$ cat config.mk
export PLATFORM = sky130hd
export DESIGN_NAME = lsg_min_pulse
export DESIGN_NICKNAME = d
export VERILOG_FILES = /design/src/rtl/lsg_pkg.sv /design/src/rtl/lsg_narrow_track.sv /design/src/rtl/lsg_sense_window.sv /design/src/rtl/lsg_min_pulse.sv
export SDC_FILE = /design/constraint.sdc
export NUM_CORES = 1
export LEC_CHECK = 0
export BUFFER_PORTS_ARGS = -buffer_cell sky130_fd_sc_hd__buf_2
export CORE_ASPECT_RATIO = 1.1
export CORE_MARGIN = 2
export CORE_UTILIZATION = 35
export CTS_BUF_LIST = sky130_fd_sc_hd__clkbuf_16
export CTS_CLUSTER_SIZE = 16
export DETAILED_ROUTE_END_ITERATION = 6
export PLACE_DENSITY = 0.6
export SLEW_MARGIN = 15
export SYNTH_ARGS = -nofsm -noshare
export SYNTH_HDL_FRONTEND = slang
export SYNTH_SLANG_ARGS = --single-unit
export TNS_END_PERCENT = 20
$ cat constraint.sdc
create_clock -name clk -period 2.02 [get_ports clk]
set_input_delay 0.202 -clock clk [delete_from_list [all_inputs] [get_ports clk]]
set_output_delay 0.202 -clock clk [all_outputs]
set_load 0.05 [all_outputs]
$ cat src/rtl/lsg_pkg.sv
package lsg_pkg;
  // bits needed to hold values 0..max_val
  function automatic int width_for(input int max_val);
    return (max_val < 2) ? 1 : $clog2(max_val + 1);
  endfunction
endpackage

$ cat src/rtl/lsg_narrow_track.sv
module lsg_narrow_track #(
  parameter int MIN_CYC      = 54,
  parameter int NARROW_LIMIT = 3
) (
  input  logic clk,
  input  logic rst,
  input  logic en,
  input  logic start,
  input  logic req,
  output logic force_on
);
  localparam int RW = lsg_pkg::width_for(MIN_CYC);
  localparam int MW = lsg_pkg::width_for(NARROW_LIMIT);
  localparam logic [RW-1:0] RUN_MAX  = RW'(MIN_CYC);
  localparam logic [MW-1:0] HIT_CNT  = MW'(NARROW_LIMIT - 1);
  localparam logic [RW-1:0] FILL_CNT = RW'(MIN_CYC - 1);

  logic [RW-1:0] run_q, run_n;
  logic          good_q;
  logic [MW-1:0] miss_q, miss_inc;
  logic          forced_q;
  logic [RW-1:0] fcnt_q;
  logic          long_run, hit;

  always_comb begin
    if (!req)
      run_n = '0;
    else if (start)
      run_n = RW'(1);
    else if (run_q == RUN_MAX)
      run_n = run_q;
    else
      run_n = run_q + RW'(1);
    long_run = (run_n >= RUN_MAX);
    // closing period: adequate or forced restarts the count
    miss_inc = (good_q || forced_q) ? '0 : miss_q + MW'(1);
    hit      = start && (miss_inc == HIT_CNT);
    force_on = hit || (fcnt_q != '0);
  end

  always_ff @(posedge clk) begin
    if (rst || !en) begin
      run_q    <= '0;
      good_q   <= 1'b1;
      miss_q   <= '0;
      forced_q <= 1'b0;
      fcnt_q   <= '0;
    end else begin
      run_q  <= run_n;
      good_q <= start ? long_run : (good_q || long_run);
      if (start) begin
        miss_q   <= miss_inc;
        forced_q <= hit;
      end
      if (hit)
        fcnt_q <= FILL_CNT;
      else if (fcnt_q != '0)
        fcnt_q <= fcnt_q - RW'(1);
    end
  end
endmodule

$ cat src/rtl/lsg_sense_window.sv
module lsg_sense_window #(
  parameter int BLANK_CYC = 25
) (
  input  logic clk,
  input  logic rst,
  input  logic en,
  input  logic gate_nxt,
  input  logic gate_cur,
  input  logic cmp,
  output logic trip
);
  localparam int HW = lsg_pkg::width_for(BLANK_CYC + 1);
  localparam logic [HW-1:0] OPEN_AT = HW'(BLANK_CYC + 1);

  logic [HW-1:0] hcnt_q;
  logic          armed_q;
  logic          trip_q;
  logic          qual;

  // hcnt_q counts cycles gate_cur has been high, current one included
  assign qual = gate_cur && (hcnt_q == OPEN_AT) && cmp && armed_q;
  assign trip = trip_q;

  always_ff @(posedge clk) begin
    if (rst || !en) begin
      hcnt_q  <= '0;
      armed_q <= 1'b1;
      trip_q  <= 1'b0;
    end else begin
      if (!gate_nxt)
        hcnt_q <= '0;
      else if (hcnt_q != OPEN_AT)
        hcnt_q <= hcnt_q + HW'(1);
      armed_q <= !gate_cur || (armed_q && !qual);
      trip_q  <= qual;
    end
  end
endmodule

$ cat src/rtl/lsg_min_pulse.sv
module lsg_min_pulse #(
  parameter int BLANK_CYC    = 25,
  parameter int MIN_CYC      = 54,
  parameter int NARROW_LIMIT = 3
) (
  input  logic clk,
  input  logic rst,
  input  logic en,
  input  logic cyc_start,
  input  logic ls_req,
  input  logic oc_cmp,
  output logic ls_gate,
  output logic oc_trip
);
  logic force_on;
  logic gate_n, gate_q;

  lsg_narrow_track #(
    .MIN_CYC      (MIN_CYC),
    .NARROW_LIMIT (NARROW_LIMIT)
  ) u_track (
    .clk      (clk),
    .rst      (rst),
    .en       (en),
    .start    (cyc_start),
    .req      (ls_req),
    .force_on (force_on)
  );

  assign gate_n = en && (ls_req || force_on);

  always_ff @(posedge clk) begin
    if (rst) gate_q <= 1'b0;
    else     gate_q <= gate_n;
  end

  lsg_sense_window #(
    .BLANK_CYC (BLANK_CYC)
  ) u_win (
    .clk      (clk),
    .rst      (rst),
    .en       (en),
    .gate_nxt (gate_n),
    .gate_cur (gate_q),
    .cmp      (oc_cmp),
    .trip     (oc_trip)
  );

  assign ls_gate = gate_q;
endmodule

==> results.json <==
{
  "final_antenna_net_count": 0,
  "antenna_found_initial": 0,
  "synth_ff_type": "dfxtp_1",
  "grt_max_degree": 13,
  "path_class": "reg -> reg",
  "routed-via-count": 856,
  "layout_common_cells": "23 x dfxtp_1, 16 x nor2_1, 10 x nand2_1",
  "status": "complete, no violations",
  "drive_above_1_share_pct": 14.4,
  "cts_sinks": 24,
  "setup_viol": 0,
  "grt_pass1_wl_um": 3280,
  "grt_overflow": 0,
  "final_cells": 166,
  "irDropWorstVdd_uv": 769,
  "use_met3_pct": 3.70,
  "fmax_ghz": 0.524,
  "hold_viol_final": 0,
  "worstMarginPinSlew_ps": 326,
  "drc_errors": 0,
  "drv_cap": 0,
  "avgRoutedWirePerCell_um": 11.4,
  "worstSetupStartpointType": "register",
  "initialDrtViolationCount": 8,
  "powerDensity_nw_per_um2": 1140,
  "timing.final.crit_period_ps": 1910,
  "cts_buffer_depth": 2,
  "rsz0062_at_grt": "no",
  "area_delta_synth_final_pct": 14.2,
  "nNetsFinal": 145,
  "viasPerCell": 5.16,
  "gp_congestion": 0.743,
  "core_sq_um": 3050,
  "dpl_cell_area_sq_um": 1190,
  "dpl.cell_count": 163,
  "path_clk_slew_ps": 60,
  "rows": 21,
  "diodes": 0,
  "ys_types": 34,
  "die_h_um": 63.2,
  "synth_area_sq_um": 1120,
  "clock_latency_ps": 250,
  "cp_max_fo": 6,
  "end_kind": "register",
  "fin_setup_tns_ps": 0,
  "synth-async-reset-ratio_pct": 0,
  "crit_chain": "inv_1 > ha_2 > or3b_4 > or3_4 > o31ai_4 > nor3_1",
  "critical-path-slowest-cell": "or3_4",
  "fin_worst_skew_ps": 1.87,
  "avgSynthCellArea_sq_um": 9.00,
  "cts_tree": "built",
  "syn_inst": 124,
  "die_area_sq_um": 3660,
  "fin_crit_sh_pct": 94.5,
  "total_power_uw": 1450,
  "cts-root-buf": "clkbuf_16",
  "max_stage_delay_ps": 390,
  "synth_edf_count": 0,
  "synth_nets": 135,
  "ioPinCount": 8,
  "routed_wl_um": 1890,
  "die_w_um": 57.8,
  "ys_ff_latch": 24,
  "slew_headroom_pct": 78.1,
  "top_usage_layer": "met2",
  "io_buffers": 7,
  "grt_pass1_vias": 803,
  "seq_area_frac_synth_pct": 43.0,
  "initial_core_util_pct": 36.6,
  "final_common_cell": "dfxtp_1",
  "cp.required_ps": 2150,
  "slew_viol_final": 0,
  "grt_use_total_pct": 11.3,
  "met2_usage_pct": 19.3,
  "dpl.hpwl_um": 1410,
  "cts_buffers": 3,
  "ys.warnings.count": 0,
  "h-tree-depth": 1,
  "dr.pass1.iters": 4,
  "critical_path_arrival_ps": 2040,
  "p_leak_uw": 0.000506,
  "met1_usage_pct": 13.1,
  "ctsHoldBuffers": 0,
  "fin_area_sq_um": 1270,
  "hp-class": "in -> reg"
}
worst paths after layout:
path	startpoint	end	slack (ps)	cells past startpoint
hold / removal	oc_cmp	u_win.trip	200	3
setup reg to reg	u_track.fcnt_q[0]	u_win.hcnt_q[2]	110	6
hold reg to reg	ls_gate	u_win.armed_q	400	1
setup / recovery	u_track.fcnt_q[0]	u_win.hcnt_q[2]	110	6
logic make-up after synthesis:
family | count (synthesis) | synth area share [%]
flops | 24 | 43.0
mux | 2 | 1.91
fa+ha+maj | 5 | 5.61
simple gates | 58 | 27.8
compound gates | 16 | 10.6
buf+inv | 9 | 3.14
xor+xnor | 10 | 7.85
flip-flops by register name, indices dropped and copies added (netlist names):
register / cells
u_track.fcnt_q: 6
u_track.run_q: 6
u_track.forced_q: 1
ls_gate: 1
u_track.miss_q: 2
u_win.trip: 1
u_track.good_q: 1
u_win.armed_q: 1
u_win.hcnt_q: 5
area by class of cell:
type / instances / area (sq um)
fillers: 308 / 1770
multi-input cells: 91 / 611
flip-flops and latches: 24 / 482
clock buffers: 3 / 75.1
repair buffers: 8 / 42.5
well taps: 34 / 42.5
inverters: 6 / 22.5
critical path, delay by kind of cell, from the launching register on:
family | cells | cell delay [ps]
AO/OA/AOI/OAI | 1 | 350
adder cells (fa/ha/maj) | 1 | 180
flip-flops | 1 | 330
buffers and inverters | 1 | 60
AND/OR/NAND/NOR | 3 | 870
per-stage QoR:
step	setup WS [ps]	hold WS [ps]	utilization, %
2_1_floorplan	208	335	-
3_3_place_gp	110	384	39.0
3_5_place_dp	51.7	398	39.0
4_1_cts	40.9	198	41.5
5_1_grt	8.52	210	41.8
6_report	111	196	41.8
cells in the mapped netlist, drive strengths merged, types with 3 or more instances:
cell type | number | area share, %
a21oi | 5 | 2.2
xor2 | 4 | 3.1
dfxtp | 24 | 43
nand2b | 3 | 1.7
ha | 5 | 5.6
nor2 | 16 | 5.4
xnor2 | 6 | 4.7
a211oi | 3 | 2.0
inv | 6 | 2.0
nand2 | 10 | 3.4
nand3 | 7 | 3.1
nor3 | 3 | 1.3
where the power goes:
group          leakage [uW]  switching, uW  internal (uW)
Clock             0.0000370            153            261
Combinational      0.000274            233            233
Sequential         0.000195           44.0            527
Total              0.000506            430           1020
repair_timing:
item	4_1_cts	5_1_grt
resized for setup	0	4
buffers inserted	0	0
setup endpoints to repair	0	6
layer usage:
layer  vias up  part of all wire (%)
met1       396                    47
met5         -                     0
met3         2                   3.6
li1        450                     -
met2         8                    48
met4         0                  0.79
No activity file was read; power rests on OpenSTA's default activity.
